[src/rtl/pci_claim_pkg.sv]
package pci_claim_pkg;
  localparam int CMD_W = 4;

  typedef enum logic [1:0] {CLS_NONE, CLS_MEM, CLS_IO, CLS_CFG} cmd_cls_e;
  typedef enum logic [2:0] {ST_IDLE, ST_DECODE, ST_CLAIM, ST_TURN, ST_SKIP} claim_st_e;

  typedef struct packed {
    logic mem;
    logic io;
    logic cfg;
    logic spc;
    logic spc_en;
  } hit_t;

  function automatic cmd_cls_e classify(input logic [CMD_W-1:0] c);
    case (c)
      4'h2, 4'h3:                         return CLS_IO;
      4'h6, 4'h7, 4'hC, 4'hE, 4'hF:       return CLS_MEM;
      4'hA, 4'hB:                         return CLS_CFG;
      default:                            return CLS_NONE;
    endcase
  endfunction
endpackage

[src/rtl/pci_claim_decode.sv]
module pci_claim_decode
  import pci_claim_pkg::*;
(
  input  logic [CMD_W-1:0] cmd_i,
  input  hit_t             hit_i,
  output logic             claim_o,
  output logic             slow_o
);
  cmd_cls_e cls;

  always_comb begin
    cls     = classify(cmd_i);
    claim_o = 1'b0;
    slow_o  = 1'b0;
    case (cls)
      CLS_MEM: begin
        // enabled special window wins over the normal window and forces slow
        if (hit_i.spc && hit_i.spc_en) begin
          claim_o = 1'b1;
          slow_o  = 1'b1;
        end else begin
          claim_o = hit_i.mem;
        end
      end
      CLS_IO:  claim_o = hit_i.io;
      CLS_CFG: claim_o = hit_i.cfg;
      default: claim_o = 1'b0;
    endcase
  end
endmodule

[src/rtl/pci_claim_seq.sv]
module pci_claim_seq
  import pci_claim_pkg::*;
#(
  parameter int MED_DLY  = 2,
  parameter int SLOW_DLY = 3,
  parameter int MAX_DLY  = 5
) (
  input  logic             clk_i,
  input  logic             rst_ni,
  input  logic             frame_ni,
  input  logic             irdy_ni,
  input  logic             trdy_ni,
  input  logic [CMD_W-1:0] cmd_i,
  input  hit_t             hit_i,
  output logic             set_o,
  output logic             rel_o,
  output logic             off_o
);
  localparam int CNT_W = $clog2(MAX_DLY + 1) + 1;
  localparam logic [CNT_W-1:0] MED_C  = CNT_W'(MED_DLY);
  localparam logic [CNT_W-1:0] SLOW_C = CNT_W'(SLOW_DLY);
  localparam logic [CNT_W-1:0] MAX_C  = CNT_W'(MAX_DLY);

  claim_st_e        st_q;
  logic [CNT_W-1:0] cnt_q;
  logic [CMD_W-1:0] cmd_q;
  hit_t             hit_q;
  logic             frame_q;
  logic             claim, slow, start, last_done;
  logic [CNT_W-1:0] tgt;

  pci_claim_decode u_dec (
    .cmd_i   (cmd_q),
    .hit_i   (hit_q),
    .claim_o (claim),
    .slow_o  (slow)
  );

  assign tgt       = slow ? SLOW_C : MED_C;
  assign start     = (st_q == ST_IDLE) && !frame_ni && frame_q;
  assign last_done = frame_ni && !irdy_ni && !trdy_ni;
  assign set_o     = (st_q == ST_DECODE) && claim && (cnt_q == tgt);
  assign rel_o     = (st_q == ST_CLAIM) && last_done;
  assign off_o     = (st_q == ST_TURN);

  always_ff @(posedge clk_i or negedge rst_ni) begin
    if (!rst_ni) begin
      st_q    <= ST_IDLE;
      cnt_q   <= '0;
      cmd_q   <= '0;
      hit_q   <= '0;
      frame_q <= 1'b1;
    end else begin
      frame_q <= frame_ni;
      case (st_q)
        ST_IDLE: if (start) begin
          cmd_q <= cmd_i;
          hit_q <= hit_i;
          cnt_q <= CNT_W'(1);
          st_q  <= ST_DECODE;
        end
        ST_DECODE: begin
          if (!claim)              st_q <= ST_SKIP;
          else if (cnt_q == tgt)   st_q <= ST_CLAIM;
          else                     cnt_q <= cnt_q + CNT_W'(1);
        end
        ST_CLAIM: if (last_done) st_q <= ST_TURN;
        ST_TURN:  st_q <= ST_IDLE;
        ST_SKIP:  if (frame_ni && irdy_ni) st_q <= ST_IDLE;
        default:  st_q <= ST_IDLE;
      endcase
    end
  end

  // claim must land inside the deadline window
  p_deadline_r10: assert property (@(posedge clk_i) disable iff (!rst_ni)
    (st_q == ST_DECODE) |-> (cnt_q <= MAX_C));
  // the decision never flips mid-decode since inputs are latched
  p_latched_r6: assert property (@(posedge clk_i) disable iff (!rst_ni)
    (st_q == ST_DECODE && $past(st_q) == ST_DECODE) |-> $stable(claim) && $stable(slow));
endmodule

[src/rtl/pci_devsel_drv.sv]
module pci_devsel_drv (
  input  logic clk_i,
  input  logic rst_ni,
  input  logic set_i,
  input  logic rel_i,
  input  logic off_i,
  output logic devsel_no,
  output logic devsel_oe_o
);
  always_ff @(posedge clk_i or negedge rst_ni) begin
    if (!rst_ni) begin
      devsel_no   <= 1'b1;
      devsel_oe_o <= 1'b0;
    end else if (set_i) begin
      devsel_no   <= 1'b0;
      devsel_oe_o <= 1'b1;
    end else if (rel_i) begin
      devsel_no   <= 1'b1;
    end else if (off_i) begin
      devsel_oe_o <= 1'b0;
    end
  end
endmodule

[src/rtl/pci_target_claim.sv]
module pci_target_claim
  import pci_claim_pkg::*;
#(
  parameter int MED_DLY  = 2,
  parameter int SLOW_DLY = 3,
  parameter int MAX_DLY  = 5
) (
  input  logic             clk_i,
  input  logic             rst_ni,
  input  logic             frame_ni,
  input  logic             irdy_ni,
  input  logic             trdy_ni,
  input  logic [CMD_W-1:0] cmd_i,
  input  logic             mem_hit_i,
  input  logic             io_hit_i,
  input  logic             cfg_hit_i,
  input  logic             spc_hit_i,
  input  logic             spc_en_i,
  output logic             devsel_no,
  output logic             devsel_oe_o
);
  hit_t hit;
  logic set, rel, off;

  assign hit = '{mem: mem_hit_i, io: io_hit_i, cfg: cfg_hit_i,
                 spc: spc_hit_i, spc_en: spc_en_i};

  pci_claim_seq #(
    .MED_DLY  (MED_DLY),
    .SLOW_DLY (SLOW_DLY),
    .MAX_DLY  (MAX_DLY)
  ) u_seq (
    .clk_i    (clk_i),
    .rst_ni   (rst_ni),
    .frame_ni (frame_ni),
    .irdy_ni  (irdy_ni),
    .trdy_ni  (trdy_ni),
    .cmd_i    (cmd_i),
    .hit_i    (hit),
    .set_o    (set),
    .rel_o    (rel),
    .off_o    (off)
  );

  pci_devsel_drv u_drv (
    .clk_i       (clk_i),
    .rst_ni      (rst_ni),
    .set_i       (set),
    .rel_i       (rel),
    .off_i       (off),
    .devsel_no   (devsel_no),
    .devsel_oe_o (devsel_oe_o)
  );

  p_hold_r7: assert property (@(posedge clk_i) disable iff (!rst_ni)
    (!devsel_no && !frame_ni) |=> !devsel_no);
  p_end_r7: assert property (@(posedge clk_i) disable iff (!rst_ni)
    (!devsel_no && frame_ni && !irdy_ni && !trdy_ni) |=> devsel_no && devsel_oe_o);
  p_release_r8: assert property (@(posedge clk_i) disable iff (!rst_ni)
    (devsel_oe_o && devsel_no) |=> !devsel_oe_o);
  p_undriven_r1: assert property (@(posedge clk_i) disable iff (!rst_ni)
    !devsel_oe_o |-> devsel_no);
  p_miss_r9: assert property (@(posedge clk_i) disable iff (!rst_ni)
    (u_seq.st_q == ST_SKIP) |-> !devsel_oe_o);
endmodule

[config.mk]
export PLATFORM = sky130hd
export DESIGN_NAME = pci_target_claim
export DESIGN_NICKNAME = d
export VERILOG_FILES = /design/src/rtl/pci_claim_pkg.sv /design/src/rtl/pci_claim_decode.sv /design/src/rtl/pci_claim_seq.sv /design/src/rtl/pci_devsel_drv.sv /design/src/rtl/pci_target_claim.sv
export SDC_FILE = /design/constraint.sdc
export NUM_CORES = 1
export LEC_CHECK = 0
export BUFFER_PORTS_ARGS = -buffer_cell sky130_fd_sc_hd__clkbuf_2
export CAP_MARGIN = 20
export CORE_MARGIN = 1
export CORE_UTILIZATION = 26
export CTS_CLUSTER_SIZE = 40
export DETAILED_ROUTE_END_ITERATION = 7
export PLACE_DENSITY = 0.46
export SLEW_MARGIN = 20
export SYNTH_ARGS = -nofsm -noshare
export SYNTH_HDL_FRONTEND = slang
export SYNTH_SLANG_ARGS = --single-unit
[constraint.sdc]
create_clock -name clk_i -period 2.6 [get_ports clk_i]
set_clock_uncertainty 0.15 [all_clocks]
set_input_delay 0.13 -clock clk_i [delete_from_list [all_inputs] [get_ports clk_i]]
set_output_delay 0.13 -clock clk_i [all_outputs]
set_load 0.1 [all_outputs]
Word-level counts from Yosys, hierarchy flattened --
Memory sizes are Yosys's and may differ from the RTL's. Index checks and enable logic that the tools add are counted.
Word-level totals: bits in registers 19, ROM bits 32, output and inout bits 2, logic and storage cells 68, memories kept 1
Operators by class: add/subtract/negate cells 1, equality and inequality tests 15, mux-type cells 20, reductions and logical operators 20
Memory list:
- (no name shown) | words 16, bits a word 2, rd ports 1, clocked after memory_dff 0, wr ports 0, line pci_claim_pkg.sv:16 | case (c)
Operators with widths (number):
- 3-bit 2-to-1 mux | 5
- 4-bit 2-to-1 mux | 3
- 3-bit one-hot mux with 4 select lines | 1
- 1-bit logical AND | 9
- 1-bit 2-to-1 mux | 9
- 2-bit by 1-bit inequality test with 1-bit output, second input constant | 4
- 4-bit one-hot mux with 2 select lines | 1
- 4-bit AND reduction | 2
- 3-bit by 2-bit equality test with 1-bit output, second input constant | 2
- 2-bit nonzero test | 3
- 4-bit by 1-bit adder with 4-bit output, second input constant | 1
- 2-bit equality test, second input constant | 2
- 4-bit equality test | 1
- 2-bit inequality test, second input constant | 2
- 2-bit AND reduction | 2
- 3-bit by 1-bit equality test with 1-bit output, second input constant | 1
- 3-bit equality test, second input constant | 1
- 1-bit logical NOT | 3
- 3-bit logical NOT | 1
- 3-bit inequality test, second input constant | 1
- 1-bit one-hot mux with 3 select lines | 1
- 2-bit by 1-bit equality test with 1-bit output, second input constant | 1

Logic depth before layout (Yosys ltp) --
word-level depth 8, depth in mapped cells 6, gate-level depth less buffers 5

Hierarchy --
From an unflattened synthesis, not the netlist that was laid out.
Second synthesis, totals: cell total of the unflattened synthesis 84, area, all modules 977.2 µm²
Modules (own cells, without submodules):
- pci_claim_seq | instances 1, cells an instance 69, area an instance 844.6 µm²
- pci_devsel_drv | instances 1, cells an instance 6, area an instance 72.6 µm²
- pci_claim_decode | instances 1, cells an instance 9, area an instance 60.1 µm²

Worst setup path after synthesis --
Ideal clock, no wire load.
path kind register to register, start point register u_seq.frame_q, end point register u_seq.cnt_q[2], library setup time 0.128 ns, arrival 1.716 ns, data required time 2.322 ns, slack 0.606 ns, stages on the path, launching flop included 6, buffers on the path 0, period minus slack after synthesis 1.994 ns, path through dfstp_2 -> nand2b_1 -> and2_4 -> or3_4 -> a2111oi_4 -> mux2_1
On the way: word-level cells in the longest chain between the ends 3
Ends and longest elaborated chain:
- start: declaration | line pci_claim_seq.sv:28 | logic frame_q;
- start signal: assignment | line pci_claim_seq.sv:54 | frame_q <= frame_ni;
- 1-bit logical AND | line pci_claim_seq.sv:40 | assign start = (st_q == ST_IDLE) && !frame_ni && frame_q;
- 2-bit by 1-bit inequality test with 1-bit output (no source line)
- 4-bit AND reduction (no source line)
- end signal: assignment | line pci_claim_seq.sv:65 | else cnt_q <= cnt_q + CNT_W'(1);
- end: declaration | line pci_claim_seq.sv:25 | logic [CNT_W-1:0] cnt_q;
No other way between the ends. A chain may end at the register's enable or synchronous reset.

Worst setup path after layout --
start point input port frame_ni, end point register u_seq.cnt_q[0]
On the way: word-level cells in the longest chain between the ends 5
Ends and longest elaborated chain:
- start: declaration | line pci_target_claim.sv:10 | input logic frame_ni,
- 1-bit logical NOT | line pci_claim_seq.sv:40
- 1-bit logical AND (2 in series) | line pci_claim_seq.sv:40
- 2-bit by 1-bit inequality test with 1-bit output (no source line)
- 4-bit AND reduction (no source line)
No other way between the ends.

==> metrics.yaml <==
pwr-share-seq: 0.438
grt_start_max_net_pins: 20
layout.cell_area.non_filler_um2: 1310
clock_insertion_delay_worst_skew_ps: 250
cts_tree: "yes"
critPathKind: "in2reg"
worst_setup_path_start_kind: "input port"
cell_internal_pwr_mw: 0.762
globalplace.congestion: 0.758
unrepaired_setup_endpoints_after_global_routing: "no"
core-area_um2: 3720
io_pins: 16
timing_worst_slew_pin_value_ps: 537
worst_setup_hold_path_clk_slew_ps: 70
final_stage_net_count: 131
placement_rows: 22
syn_area_per_cell_um2: 11.9
tns_ps: 0
num_antenna_cells: 0
io_buffers: 15
yosys_most_used_dff: "sky130_fd_sc_hd__dfrtp_1"
nFillCells: 385
cts_resized: 0
reported_net_switching_power_mw: 0.468
worstSetupEndpointType: "register"
post_drt_wl_per_cell_um: 12.0
floorplan.die_area_um2: 4190
cp.arrival_ps: 2180
clk_path_buf_depth: 2
run_status: "complete, no violations"
gr-usage-all-layers: 0.115
hold_depth: 4
max_slew_margin: 0.643
drt-vias-per-instance: 4.61
synthDistinctLibCells: 38
initial_core_util: 0.275
synth_nets: 101
fp.dieW_um: 64.7
sw_frac_of_total: 0.381
detailedRoute.firstPassIterationCount: 6
fin_total_pwr_mw: 1.23
max_freq_mhz: 456
ratio_of_cells_with_drive_above_1_in_the_final_layout: 0.348
postSynthCellCount: 86
final_hold_viol_count: 0
final_cells: 163
ant_nets: 0
chipHeight_um: 64.7
placed_cell_area_um2: 1150
synth-edff-count: 0
final_critical_path_setup_slack_ps: 406
combinationalPowerShare: 0.395
drt_wl_total_um: 1960
grt_pass1_vias: 792
cts_root_buf: "sky130_fd_sc_hd__clkbuf_8"
number_of_buffers_created_by_cts: 3
grt_pass1_wl_um: 3680
yosys_register_bits: 19
synth_async_sr_flop_share: 1.00
timing.reg2reg.worst_path_depth: 5
ys.warnings.count: 0
dp_hpwl_um: 1440
worst_hold_path_type: "in2reg"
crit_path_max_fanout: 4
vias: 752
dp_worst_setup_slack_ps: 462
total_leakage_power_nw: 0.564
finalCriticalPeriod_ps: 2190
detail_route.drc_violations: 0
maxCapViolations: 0
post-place-cells: 148
fin_hold_ws_ps: 57.3
clock_power_share: 0.167
synth_area_um2: 1020
critPathRequiredTime_ps: 2590
ir_drop_worst_vdd_uv: 245
first_iteration_detailed_routing_drc_count: 38
clock_sink_count: 19
finalCritPeriodShare: 0.844
cts.htree.levels: 1
overflow: 0
finalSetupViolCount: 0
grt_antenna_before_repair: 0
timing.final.max_slew_violations: 0
power.density_cell_area_nw_per_um2: 941
area_overhead_vs_synth_pct: 27.9
layout.core_utilization: 0.352
ys_seq_area_frac: 0.468
==> logic make-up after synthesis <==
| logic type | after synthesis | share of synthesized area |
|---|---|---|
| compound gates | 15 | 0.135 |
| simple gates | 28 | 0.180 |
| buf+inv | 8 | 0.0404 |
| mux | 15 | 0.165 |
| flops | 19 | 0.468 |
| fa+ha+maj | 1 | 0.0122 |
==> power groups by stage <==
stage / combinational [mW] / sequential [mW] / clock, mW
global route: 0.548 / 0.560 / 0.228
detailed placement: 0.480 / 0.544 / 0
finish: 0.486 / 0.538 / 0.206
floorplan: 0.401 / 0.522 / 0
global placement: 0.471 / 0.541 / 0
CTS: 0.496 / 0.539 / 0.218
==> timing repair <==
item,4_1_cts,5_1_grt
endpoints found under the hold margin,27,0
hold buffers,11,0
setup endpoints to repair,0,0
setup buffers,0,0
==> cell usage in the layout (no fill, tap or decap), types with 2 or more instances in the layout <==
master | synthesis | final
sky130_fd_sc_hd__nand2_1 | 7 | 7
sky130_fd_sc_hd__o211a_1 | 2 | 2
sky130_fd_sc_hd__mux2_1 | 5 | 5
sky130_fd_sc_hd__dlygate4sd3_1 | 0 | 11
sky130_fd_sc_hd__nor2b_1 | 2 | 2
sky130_fd_sc_hd__nand3_1 | 3 | 3
sky130_fd_sc_hd__mux2i_1 | 2 | 2
sky130_fd_sc_hd__dfstp_2 | 2 | 2
sky130_fd_sc_hd__nor2_1 | 5 | 5
sky130_fd_sc_hd__clkbuf_8 | 0 | 3
sky130_fd_sc_hd__mux2_2 | 7 | 7
sky130_fd_sc_hd__dfrtp_1 | 17 | 17
sky130_fd_sc_hd__a21oi_1 | 3 | 3
sky130_fd_sc_hd__a211oi_1 | 2 | 2
sky130_fd_sc_hd__inv_1 | 4 | 4
sky130_fd_sc_hd__buf_4 | 0 | 2
sky130_fd_sc_hd__clkbuf_2 | 0 | 15
==> worst max-delay path: stages <==
cell and delay, ps:
sky130_fd_sc_hd__dlygate4sd3_1 540, sky130_fd_sc_hd__clkbuf_2 130, sky130_fd_sc_hd__nand2b_1 170, sky130_fd_sc_hd__and2_4 170, sky130_fd_sc_hd__or3_4 360, sky130_fd_sc_hd__a211oi_2 330, sky130_fd_sc_hd__mux2_1 350
==> sequential cells by signal, indices dropped and copies added, names as in the netlist <==
register and count:
u_seq.cmd_q 4, u_drv.devsel_no 1, u_seq.hit_q 5, u_seq.frame_q 1
u_seq.cnt_q 4, u_drv.devsel_oe_o 1, u_seq.st_q 3
==> layout make-up <==
| class | count | area (µm²) | area share |
|---|---|---|---|
| well taps | 48 | 60.1 | 0.0459 |
| inverters | 5 | 21.3 | 0.0163 |
| clock buffers | 4 | 45.0 | 0.0344 |
| repair buffers | 28 | 200 | 0.153 |
| flip-flops and latches | 19 | 478 | 0.366 |
| multi-input cells | 59 | 503 | 0.385 |
==> metal layers <==
| layer | up-vias | part of all wire | routed length, µm | global-route usage |
|---|---|---|---|---|
| li1 | 367 | - | - | - |
| met1 | 369 | 0.50 | 983 | 0.146 |
| met2 | 14 | 0.45 | 883 | 0.186 |
| met3 | 2 | 0.034 | 67 | 0.0317 |
| met4 | 0 | 0.014 | 27 | 0.0417 |
| met5 | - | 0 | 0 | 0 |
==> cells in the mapped netlist, types with 2 or more instances <==
| master | instances | area share |
|---|---|---|
| sky130_fd_sc_hd__a211oi_1 | 2 | 0.015 |
| sky130_fd_sc_hd__a21oi_1 | 3 | 0.015 |
| sky130_fd_sc_hd__dfrtp_1 | 17 | 0.42 |
| sky130_fd_sc_hd__dfstp_2 | 2 | 0.051 |
| sky130_fd_sc_hd__inv_1 | 4 | 0.015 |
| sky130_fd_sc_hd__mux2_1 | 5 | 0.055 |
| sky130_fd_sc_hd__mux2_2 | 7 | 0.077 |
| sky130_fd_sc_hd__mux2i_1 | 2 | 0.020 |
| sky130_fd_sc_hd__nand2_1 | 7 | 0.026 |
| sky130_fd_sc_hd__nand3_1 | 3 | 0.015 |
| sky130_fd_sc_hd__nor2_1 | 5 | 0.018 |
| sky130_fd_sc_hd__nor2b_1 | 2 | 0.012 |
| sky130_fd_sc_hd__o211a_1 | 2 | 0.020 |
==> final timing paths <==
path,start,endpoint,slack [ps]
worst max-delay path,frame_ni,u_seq.cnt_q[0]$_DFFE_PN0P_,410
worst min-delay path,trdy_ni,u_drv.devsel_no$_DFFE_PN1P_,60
worst max register to register,u_seq.st_q[0]$_DFFE_PN0P_,u_seq.cnt_q[0]$_DFFE_PN0P_,450
worst min register to register,u_drv.devsel_oe_o$_DFFE_PN0P_,u_drv.devsel_oe_o$_DFFE_PN0P_,340
max in group asynchronous,rst_ni,u_drv.devsel_no$_DFFE_PN1P_,1750
min in group asynchronous,rst_ni,u_seq.hit_q[2]$_DFFE_PN0P_,210
(Power assumes the default switching activity.)
